--- src/rtl/rxq_pkg.sv ---
package rxq_pkg;
   localparam int unsigned LEN_W     = 11;
   localparam int unsigned MAX_FRAME = 1514;

   typedef logic [3:0] err_code_t;
   localparam err_code_t ERR_NONE    = 4'b0000;
   localparam err_code_t ERR_OVERRUN = 4'b1000;

   typedef enum logic [1:0] {
      CLS_STATION = 2'd0,
      CLS_MULTI   = 2'd1,
      CLS_BCAST   = 2'd2,
      CLS_OTHER   = 2'd3
   } dest_class_t;

   typedef struct packed {
      err_code_t        code;
      logic [LEN_W-1:0] len;
   } pkt_desc_t;

   localparam int unsigned DESC_W = $bits(pkt_desc_t);
endpackage

--- src/rtl/rxq_class_filter.sv ---
module rxq_class_filter
   import rxq_pkg::*;
(
   input  logic [3:0]  accept_mask,
   input  dest_class_t cls,
   output logic        pass
);
   always_comb begin
      unique case (cls)
         CLS_STATION: pass = accept_mask[0] | accept_mask[3];
         CLS_MULTI:   pass = accept_mask[1] | accept_mask[3];
         CLS_BCAST:   pass = accept_mask[2] | accept_mask[3];
         default:     pass = accept_mask[3];
      endcase
   end
endmodule

--- src/rtl/rxq_byte_store.sv ---
module rxq_byte_store #(
   parameter int unsigned DEPTH = 256,
   localparam int unsigned AW   = $clog2(DEPTH)
) (
   input  logic          clk,
   input  logic          rst_n,
   input  logic          flush,
   input  logic          wr_en,
   input  logic [7:0]    wr_data,
   input  logic [AW:0]   rd_adv,
   output logic [7:0]    rd_lo,
   output logic [7:0]    rd_hi,
   output logic [AW:0]   used
);
   logic [7:0]    mem [DEPTH];
   logic [AW-1:0] wr_ptr, rd_ptr, rd_ptr_nx;

   assign rd_ptr_nx = rd_ptr + AW'(1);
   assign rd_lo     = mem[rd_ptr];
   assign rd_hi     = mem[rd_ptr_nx];

   always_ff @(posedge clk) begin
      if (wr_en && !flush) mem[wr_ptr] <= wr_data;
   end

   always_ff @(posedge clk or negedge rst_n) begin
      if (!rst_n) begin
         wr_ptr <= '0;
         rd_ptr <= '0;
         used   <= '0;
      end else if (flush) begin
         wr_ptr <= '0;
         rd_ptr <= '0;
         used   <= '0;
      end else begin
         if (wr_en) wr_ptr <= wr_ptr + AW'(1);
         rd_ptr <= rd_ptr + rd_adv[AW-1:0];
         used   <= used + (AW+1)'(wr_en) - rd_adv;
      end
   end
endmodule

--- src/rtl/rxq_desc_queue.sv ---
module rxq_desc_queue #(
   parameter int unsigned ENTRIES = 8,
   parameter int unsigned W       = 15,
   localparam int unsigned IW     = $clog2(ENTRIES),
   localparam int unsigned CW     = $clog2(ENTRIES + 1)
) (
   input  logic          clk,
   input  logic          rst_n,
   input  logic          flush,
   input  logic          push,
   input  logic [W-1:0]  push_data,
   input  logic          pop,
   output logic [W-1:0]  head,
   output logic [CW-1:0] count
);
   localparam logic [IW-1:0] LAST_IDX = IW'(ENTRIES - 1);

   logic [W-1:0]  slot [ENTRIES];
   logic [IW-1:0] wr_idx, rd_idx;

   function automatic logic [IW-1:0] bump(input logic [IW-1:0] idx);
      return (idx == LAST_IDX) ? '0 : idx + IW'(1);
   endfunction

   for (genvar g = 0; g < ENTRIES; g++) begin : g_slot
      always_ff @(posedge clk) begin
         if (push && !flush && wr_idx == IW'(g)) slot[g] <= push_data;
      end
   end

   assign head = slot[rd_idx];

   always_ff @(posedge clk or negedge rst_n) begin
      if (!rst_n) begin
         wr_idx <= '0;
         rd_idx <= '0;
         count  <= '0;
      end else if (flush) begin
         wr_idx <= '0;
         rd_idx <= '0;
         count  <= '0;
      end else begin
         if (push) wr_idx <= bump(wr_idx);
         if (pop)  rd_idx <= bump(rd_idx);
         count <= count + CW'(push) - CW'(pop);
      end
   end
endmodule

--- src/rtl/rx_pkt_fifo.sv ---
module rx_pkt_fifo
   import rxq_pkg::*;
#(
   parameter int unsigned BYTE_DEPTH = 256,
   parameter int unsigned MAX_PKTS   = 8,
   parameter bit          PAD_REPEAT = 1'b0,
   parameter logic [7:0]  PAD_BYTE   = 8'h00
) (
   input  logic        clk,
   input  logic        rst_n,
   input  logic        rx_reset,
   input  logic [3:0]  filt_mask,
   input  logic        in_valid,
   input  logic        in_sof,
   input  logic        in_eof,
   input  logic [7:0]  in_data,
   input  logic [1:0]  in_class,
   input  logic [3:0]  in_err,
   input  logic        rd_word,
   input  logic        discard,
   output logic [15:0] rd_data,
   output logic [15:0] status_word,
   output logic        rx_complete,
   output logic        ovr_flag,
   output logic        stat_ovr_flag,
   output logic        underrun_flag,
   output logic        adapter_fail
);
   localparam int unsigned AW = $clog2(BYTE_DEPTH);
   localparam int unsigned CW = $clog2(MAX_PKTS + 1);
   localparam logic [CW-1:0]  PKT_LIMIT = CW'(MAX_PKTS);
   localparam logic [AW:0]    STORE_TOP = (AW+1)'(BYTE_DEPTH);

   if (BYTE_DEPTH != (1 << AW)) begin : g_bad_depth
      $error("BYTE_DEPTH must be a power of two");
   end
   if (BYTE_DEPTH < 16 || BYTE_DEPTH > MAX_FRAME) begin : g_bad_range
      $error("BYTE_DEPTH must lie between 16 and the largest frame size");
   end
   if (MAX_PKTS < 2) begin : g_bad_pkts
      $error("MAX_PKTS must be at least 2");
   end

   // ---------------- storage ----------------
   logic            wr_en;
   logic [AW:0]     rd_adv;
   logic [7:0]      rd_lo, rd_hi;
   logic [AW:0]     used;
   logic            store_full;

   rxq_byte_store #(.DEPTH(BYTE_DEPTH)) u_store (
      .clk     (clk),
      .rst_n   (rst_n),
      .flush   (rx_reset),
      .wr_en   (wr_en),
      .wr_data (in_data),
      .rd_adv  (rd_adv),
      .rd_lo   (rd_lo),
      .rd_hi   (rd_hi),
      .used    (used)
   );

   assign store_full = (used == STORE_TOP);

   logic            q_push, q_pop;
   pkt_desc_t       q_in, q_head;
   logic [CW-1:0]   q_count;

   rxq_desc_queue #(.ENTRIES(MAX_PKTS), .W(DESC_W)) u_queue (
      .clk       (clk),
      .rst_n     (rst_n),
      .flush     (rx_reset),
      .push      (q_push),
      .push_data (q_in),
      .pop       (q_pop),
      .head      (q_head),
      .count     (q_count)
   );

   // ---------------- filter ----------------
   logic class_pass;

   rxq_class_filter u_filt (
      .accept_mask (filt_mask),
      .cls         (dest_class_t'(in_class)),
      .pass        (class_pass)
   );

   // ---------------- write side ----------------
   logic             in_frame, trunc;
   logic [LEN_W-1:0] cur_len;
   logic             sof_live, sof_wanted, start_ok;
   logic             stat_refuse, room_refuse;
   logic             cont_byte, hit_full, end_frame;
   logic [LEN_W-1:0] len_next;

   assign sof_live    = in_valid && in_sof && !rx_reset;
   assign sof_wanted  = sof_live && class_pass;
   assign stat_refuse = sof_wanted && (q_count == PKT_LIMIT);
   assign room_refuse = sof_wanted && (q_count != PKT_LIMIT) && (ovr_flag || store_full);
   assign start_ok    = sof_wanted && (q_count != PKT_LIMIT) && !ovr_flag && !store_full;

   assign cont_byte = in_valid && !in_sof && in_frame && !rx_reset;
   assign hit_full  = cont_byte && !trunc && store_full;
   assign wr_en     = start_ok || (cont_byte && !trunc && !store_full);
   assign end_frame = (start_ok || cont_byte) && in_eof;

   always_comb begin
      if (start_ok)   len_next = LEN_W'(1);
      else if (wr_en) len_next = cur_len + LEN_W'(1);
      else            len_next = cur_len;
   end

   assign q_push    = end_frame;
   assign q_in.len  = len_next;
   assign q_in.code = (cont_byte && (trunc || hit_full)) ? ERR_OVERRUN : err_code_t'(in_err);

   always_ff @(posedge clk or negedge rst_n) begin
      if (!rst_n) begin
         in_frame <= 1'b0;
         trunc    <= 1'b0;
         cur_len  <= '0;
      end else if (rx_reset) begin
         in_frame <= 1'b0;
         trunc    <= 1'b0;
         cur_len  <= '0;
      end else begin
         if (end_frame) begin
            in_frame <= 1'b0;
            trunc    <= 1'b0;
            cur_len  <= '0;
         end else if (start_ok) begin
            in_frame <= 1'b1;
            trunc    <= 1'b0;
            cur_len  <= len_next;
         end else if (cont_byte) begin
            trunc    <= trunc || hit_full;
            cur_len  <= len_next;
         end
      end
   end

   // ---------------- read side ----------------
   logic             have_pkt, have_byte;
   logic [LEN_W-1:0] consumed, head_rem;
   logic             two_left;
   logic             do_disc, do_rd, bad_rd;
   logic [7:0]       pad_val;

   assign have_pkt  = (q_count != '0);
   assign head_rem  = q_head.len - consumed;
   assign have_byte = have_pkt && (head_rem != '0);
   assign two_left  = (head_rem >= LEN_W'(2));

   assign do_disc = discard && have_pkt && !rx_reset;
   assign do_rd   = rd_word && !discard && have_byte && !rx_reset;
   assign bad_rd  = rd_word && !discard && !have_byte && !rx_reset;
   assign q_pop   = do_disc;

   always_comb begin
      if (do_disc)    rd_adv = head_rem[AW:0];
      else if (do_rd) rd_adv = two_left ? (AW+1)'(2) : (AW+1)'(1);
      else            rd_adv = '0;
   end

   if (PAD_REPEAT) begin : g_pad_repeat
      assign pad_val = rd_lo;
   end else begin : g_pad_const
      assign pad_val = PAD_BYTE;
   end

   assign rd_data = have_byte ? {(two_left ? rd_hi : pad_val), rd_lo} : 16'h0000;

   always_ff @(posedge clk or negedge rst_n) begin
      if (!rst_n)                   consumed <= '0;
      else if (rx_reset || do_disc) consumed <= '0;
      else if (do_rd)               consumed <= consumed + (two_left ? LEN_W'(2) : LEN_W'(1));
   end

   // ---------------- flags ----------------
   always_ff @(posedge clk or negedge rst_n) begin
      if (!rst_n) begin
         ovr_flag      <= 1'b0;
         stat_ovr_flag <= 1'b0;
         underrun_flag <= 1'b0;
      end else if (rx_reset) begin
         ovr_flag      <= 1'b0;
         stat_ovr_flag <= 1'b0;
         underrun_flag <= 1'b0;
      end else begin
         if (hit_full || (room_refuse && store_full)) ovr_flag <= 1'b1;
         else if (rd_adv != '0)                       ovr_flag <= 1'b0;

         if (stat_refuse)  stat_ovr_flag <= 1'b1;
         else if (do_disc) stat_ovr_flag <= 1'b0;

         if (bad_rd) underrun_flag <= 1'b1;
      end
   end

   assign adapter_fail = underrun_flag;
   assign rx_complete  = have_pkt;
   assign status_word  = have_pkt ? {1'b0, q_head.code, head_rem}
                                  : {1'b1, 4'b0000, (in_frame ? cur_len : LEN_W'(0))};
endmodule

--- config.mk ---
export PLATFORM = sky130hd
export DESIGN_NAME = rx_pkt_fifo
export DESIGN_NICKNAME = d
export VERILOG_FILES = /design/src/rtl/rxq_pkg.sv /design/src/rtl/rxq_class_filter.sv /design/src/rtl/rxq_byte_store.sv /design/src/rtl/rxq_desc_queue.sv /design/src/rtl/rx_pkt_fifo.sv
export SDC_FILE = /design/constraint.sdc
export NUM_CORES = 2
export LEC_CHECK = 0
export ABC_AREA = 0
export CAP_MARGIN = 20
export CORE_MARGIN = 4
export CORE_UTILIZATION = 40
export CTS_BUF_LIST = sky130_fd_sc_hd__clkbuf_4 sky130_fd_sc_hd__clkbuf_8
export DETAILED_ROUTE_END_ITERATION = 8
export DONT_BUFFER_PORTS = 1
export GPL_TIMING_DRIVEN = 0
export HOLD_SLACK_MARGIN = 0.1
export PLACE_DENSITY = 0.54
export SYNTH_ARGS = -nofsm -noshare
export SYNTH_HDL_FRONTEND = slang
export SYNTH_HIERARCHICAL = 1
export SYNTH_SLANG_ARGS = --single-unit
--- constraint.sdc ---
create_clock -name clk -period 5.5 [get_ports clk]
set_input_delay 0.825 -clock clk [delete_from_list [all_inputs] [get_ports clk]]
set_output_delay 0.825 -clock clk [all_outputs]
set_load 0.005 [all_outputs]
Word-level counts from Yosys, hierarchy flattened
Memories as Yosys holds them, arrays and structs flattened.
Cells that the tools add are included.
- equality and inequality tests: 13
- mux-type cells: 83
- reductions and logical operators: 69
- bitwise operators: 3
- magnitude comparators: 1
- add/subtract/negate cells: 12
- operators with widths (kind ; count):
    15-bit 2-to-1 mux ; 7
    15-bit OR reduction ; 7
    11-bit 2-to-1 mux ; 9
    1-bit 2-to-1 mux ; 40
    3-bit 2-to-1 mux ; 13
    1-bit logical AND ; 35
    16-bit 2-to-1 mux ; 2
    8-bit 2-to-1 mux ; 4
    9-bit 2-to-1 mux ; 2
    8-bit by 1-bit adder with 8-bit output, second input constant ; 2
    3-bit == test, second input constant ; 5
    11-bit by 1-bit adder with 11-bit output, second input constant ; 1
    11-bit by 2-bit adder with 11-bit output ; 1
    11-bit by 2-bit greater-or-equal comparator with 1-bit output, second input constant ; 1
    11-bit nonzero test ; 1
    11-bit subtractor ; 1
    2-bit nonzero test ; 5
    9-bit by 1-bit adder with 9-bit output ; 1
    9-bit == test, second input constant ; 1
    3-bit nonzero test ; 3
    9-bit nonzero test ; 1
    9-bit subtractor ; 1
    8-bit adder ; 1
    4-bit 2-to-1 mux ; 2
    other kinds (17) ; 35
- output and inout port bits: 37
- memories kept: 2
- memory bits (writable): 2168
- input port bits: 26
- logic and storage cells: 196
- bits in registers: 62
- memories (name ; depth ; bits a word ; read ports ; clocked after Yosys merged registers in ; write ports ; line ; source):
    u_store.mem ; 256 ; 8 ; 2 ; 0 ; 1 ; rxq_byte_store.sv:15 ; logic [7:0] mem [DEPTH];
    u_queue.slot ; 8 ; 15 ; 1 ; 0 ; 1 ; rxq_desc_queue.sv:18 ; logic [W-1:0] slot [ENTRIES];

Longest topological paths before layout
- word-level depth: 20
- gate-level depth with buffers: 26
- depth with buffers taken out: 25

By module
Netlist, hierarchy kept.
- by module, submodules not included (module ; area each (µm²) ; cells an instance ; times used ; sequential area each (µm²)):
    rxq_byte_store ; 97767.5 ; 5217 ; 1 ; 62124.6
    rxq_desc_queue ; 5268.8 ; 241 ; 1 ; 3853.7
    rx_pkt_fifo ; 2681.3 ; 355 ; 1 ; 675.6
    rxq_class_filter ; 77.6 ; 10 ; 1 ; 0.0

Worst setup path before layout
OpenSTA, ideal clock, no wires.
- path type: reg2reg
- from: reg u_queue.rd_idx[1]
- to: reg u_store.used[8]
- stages on the path, launching flop included: 26
- path buffers: 1
- required time: 5.375 ns
- arrival time: 5.496 ns
- library setup time: 0.125 ns
- clock period less this slack: 5.621 ns
- slack: -0.121 ns
- cell sequence: dfrtp_1 buf_6 mux4_1 mux2_2 inv_1 ha_1 inv_1 fa_1 a21o_1 a221oi_4 o211a_1 o21ai_0 o21ai_2 nand4b_1 a31oi_1 nor3_1 inv_1 ha_1 fa_1 a21oi_1 o21bai_1 a21o_1 a21oi_1 o21bai_1 a21oi_1 mux2_2
- RTL lines (item ; line ; source):
    from (decl) ; rxq_desc_queue.sv:19 ; logic [IW-1:0] wr_idx, rd_idx;
    from (signal assigned) ; rxq_desc_queue.sv:44 ; if (pop) rd_idx <= bump(rd_idx);
    to (signal assigned) ; rxq_byte_store.sv:38 ; used <= used + (AW+1)'(wr_en) - rd_adv;
    to (decl) ; rxq_byte_store.sv:13 ; output logic [AW:0] used

Worst setup path after layout
- from: reg u_store.rd_ptr[0]
- to: out rd_data[8]
- word-level cells in the longest chain between the ends: 4
- ends and longest elaborated chain (item ; line ; source):
    from (decl) ; rxq_byte_store.sv:16 ; logic [AW-1:0] wr_ptr, rd_ptr, rd_ptr_nx;
    from (signal assigned) ; rxq_byte_store.sv:37 ; rd_ptr <= rd_ptr + rd_adv[AW-1:0];
    8-bit by 1-bit adder with 8-bit output ; rxq_byte_store.sv:18 ; assign rd_ptr_nx = rd_ptr + AW'(1);
    memory 256 x 8 bit ; -- ;
    via rd_hi[0] ; rx_pkt_fifo.sv:47 ; logic [7:0] rd_lo, rd_hi;
    8-bit 2-to-1 mux ; rx_pkt_fifo.sv:172 ; assign rd_data = have_byte ? {(two_left ? rd_hi : pad_val), rd_lo} : 16'h0000;
    16-bit 2-to-1 mux ; rx_pkt_fifo.sv:172 ;
    to (decl) ; rx_pkt_fifo.sv:21 ; output logic [15:0] rd_data,
The timed path passes the listed nets, and every way through them passes these cells.

==> summary.txt <==
Synthesis
  • EDFF count, synth: 2168
  • Count of yosys warnings during synthesis: 6
  • Number of library cell types mapped by synthesis: 82
  • Post-Synthesis Cells: ~5800
  • Async set or reset register ratio after synthesis: 0.0278
  • Post-synthesis instance area: about 110000 um^2
  • Flops & latches, synth: 2230
  • Net count after synthesis: 5910
  • Top_reg_cell synth: sky130_fd_sc_hd__edfxtp_1
  • Synthesized area per cell: 18.2 um^2
  • Sequential-to-total area share from yosys stat: 0.630

Power and ir drop
  • Seq pwr share: 0.317
  • Switching power total: 24500 uW
  • Internal power: 34800 uW
  • Relative contribution of the clock network to total power: 0.259
  • Combinational share of power: 0.424
  • Post-layout total power: 59300 uW
  • Leakage component of the power: 0.0395 uW
  • PD cells: 464 nW/um^2
  • Peak ir drop on the vdd network: 261 uV
  • Sw Share: 0.412

Routing
  • Total wire length: 603000 um
  • DR vias: about 76000
  • Average wire per standard cell: 57.9 um
  • Post-DRT Antenna Nets: 0
  • Drt drc: 0
  • Count of routing violations after the opening detailed-route iteration: 14700
  • Vias per inst: between 7 and 8
  • Router iterations before antenna repair: 6

Layout
  • Highest-count cells in the layout ignoring fill and taps: sky130_fd_sc_hd__edfxtp_1, sky130_fd_sc_hd__mux4_2, sky130_fd_sc_hd__nand2_1
  • Multi-input gate area in the final layout: 39200 um^2
  • Count of nets after finishing: 6656
  • Layout cell share with drive strength beyond 1: 0.411
  • Layout overhead on the synthesized area: 20.8%
  • Most common cell after layout, fill and taps aside: sky130_fd_sc_hd__edfxtp_1
  • Storage element area: between 60000 and 70000 um^2
  • Fillers: 22100

Critical path
  • Critical Path Slowest Stage Cell: sky130_fd_sc_hd__dfrtp_2
  • Worst R2R Start: u_queue/rd_idx[1]
  • Critical Path AT: 5.28 ns
  • Timing startpoint of the critical path: u_store/rd_ptr[0]
  • Element type at the critical path end: primary output
  • Maximum fanout along the worst path: 10
  • Startpoint type of the worst setup path: register
  • WS Path Type: reg -> out
  • CP required: 4.68 ns
  • Maximum single-stage delay on the critical path: 0.54 ns
  • Sequence of cells on the critical path: buf_6 > buf_8 > buf_12 > nand4_1 > o22ai_4 > buf_16 > clkbuf_8 > buf_16 > nand3_1 > nand4_1 > a21oi_1 > o41a_1 > and3_4

Placed design
  • Worst setup timing slack at the placement stage: -2.25 ns
  • Routability congestion estimate from global placement: 1.06
  • Buffers added on ports: 0
  • Post-detailed-placement half-perimeter wirelength: 423000 um

Floorplanning
  • Starting density of the core: 0.403
  • Chip width: 522 um
  • Placeable Area: between 200000 and 300000 um^2
  • Die Footprint: 273000 um^2
  • Floorplan die height: 522 um
  • Row count: approximately 190
  • I/O Pins: 63

STA
  • Least setup slack across all paths after layout: -0.603 ns
  • Final hold violation count: 0
  • Highest clock rate: approximately 160 MHz
  • Setup violation total in the final timing report: 38
  • Unrepaired setup endpoints after global routing: yes
  • Final worst path period need: around 6 ns
  • Measured slew at the worst slew-check pin: 1.74 ns
  • Final critical-path share of the clock period: 1.11
  • Headroom to the max-slew limit: -0.162
  • Max Transition Viols Final: 181
  • Layout Skew: 0.0782 ns

Clock network
  • Clock slew at reported path FFs: about 0.070 ns
  • Largest buffer count on any clock path: 4
  • H-Tree Depth: 5
  • Number of clock buffers inserted by TritonCTS: 395
  • Number of sinks driven by the clock tree: 2230
  • Insertion delay to the later sink of the worst-skew pair: 1.13 ns
  • CTS tree: done
  • Clock root buffer: sky130_fd_sc_hd__clkbuf_8

Global route
  • Total global-route track usage: 0.437
  • Wire length of the first global-routing pass: 757000 um
  • Largest net degree at the start of global routing: around 260
  • Initial antenna violation count: 71
  • Vias in the first global route: about 70000
  • Overflow after GRT: 0

Outcome
  • Violations in the final reports: max-slew violations, negative setup slack
  • Outcome: finished with violations

Worst hold path
  • Hold Startpoint: in_eof
  • Worst Hold Class: in -> reg

Job
  • MaxCap Viol Count: 0
## power groups by stage
stage | logic [uW] | clock network, uW | registers [uW]
CTS | 23400 | 15400 | 18800
global route | 24200 | 16300 | 18800
finish | 25100 | 15400 | 18800
detailed placement | 20100 | 0 | 19100
global placement | 19500 | 0 | 19100
floorplan | 8510 | 0 | 19100
## cell usage after synthesis (all sizes together), types with 13 or more instances
master,number,area [um^2]
nand2,461,1730
xor2,16,159
buf,284,1540
nor2,352,1320
xnor2,35,322
a31oi,44,275
o22ai,56,350
o21ai,47,243
edfxtp,2168,65100
nand4,43,275
inv,53,199
mux2i,262,2620
a21oi,78,394
nor3,49,245
ha,56,701
dfrtp,62,1550
mux2,29,327
and3,26,163
a32oi,61,534
nand3,150,751
a21o,13,97.6
clkbuf,170,641
nor2b,31,194
and2,19,119
mux4,1080,24400
a22oi,31,233
## worst paths after layout
| check | end | slack (ns) | depth (start not counted) |
|---|---|---|---|
| setup / recovery | rd_data[8] | -0.60 | 13 |
| hold / removal | in_frame | 0.20 | 2 |
| setup reg to reg | u_store/used[8] | -0.28 | 27 |
| hold reg to reg | consumed[4] | 0.49 | 1 |
| max in group asynchronous | u_store/rd_ptr[4] | 4.89 | 2 |
| min in group asynchronous | cur_len[0] | 0.26 | 2 |
## flip-flops by register name (all words and copies together), names as in the netlist, 3 cells and up
| register | count |
|---|---|
| cur_len | 11 |
| u_store/used | 9 |
| u_queue/wr_idx | 3 |
| u_queue/count | 4 |
| u_queue/rd_idx | 3 |
| u_queue/slot | 120 |
| u_store/mem | 2048 |
| u_store/rd_ptr | 8 |
| consumed | 11 |
| u_store/wr_ptr | 8 |
## worst max-delay path, delay by kind of cell (launching register included)
kind	cells	cell delay, ns
AND/OR/NAND/NOR	4	0.97
buffers and inverters	6	1.44
flip-flops	1	0.54
AO/OA/AOI/OAI	3	1.02
## stage by stage
step           instances   util  cell area, um^2  hold slack (ns)  TNS (ns)
6_report           10400  0.487           128000            0.199    -10.02
5_1_grt            10400  0.486           128000            0.196     -9.69
4_1_cts            10400  0.484           127000            0.109     -6.27
3_5_place_dp        9515  0.431           113000            0.470  -2006.46
3_3_place_gp        9338  0.419           110000            0.463  -3055.04
2_1_floorplan       5823      -           106000            0.448         0
## cells by family after synthesis
| kind of cell | Yosys count | synth area share |
|---|---|---|
| mux | 1371 | 0.259 |
| xor+xnor | 51 | 0.00454 |
| compound gates | 427 | 0.0282 |
| fa+ha+maj | 61 | 0.00757 |
| flops | 2230 | 0.630 |
| buf+inv | 507 | 0.0225 |
| simple gates | 1176 | 0.0484 |
## per-layer routing
metal,global-route usage,share of wire,vias to the layer above,wire length (um)
met5,0.00965,0.0013,-,772
met4,0.305,0.088,48,53300
met3,0.213,0.16,1782,94700
met2,0.593,0.40,7690,244000
met1,0.544,0.35,40600,211000
li1,-,-,26000,-
## layout make-up
class                   count  share of cell area
diodes                     36            0.000705
flip-flops and latches   2230               0.521
inverters                  53             0.00161
plain buffers             449              0.0407
multi-input cells        3086               0.306
clock buffers             533              0.0511
well taps                3515              0.0344
clock inverters           170             0.00786
repair buffers            354              0.0359
## what timing repair did
item | 4_1_cts | 5_1_grt
pin swaps | 73 | 40
setup endpoints to repair | 884 | 1094
endpoints found under the hold margin | 2073 | 0
hold buffers | 26 | 0
gates cloned | 2 | 0
setup buffers | 125 | 24
gates resized for setup | 1180 | 136
Note: power is estimated with default switching activity, not from simulation.
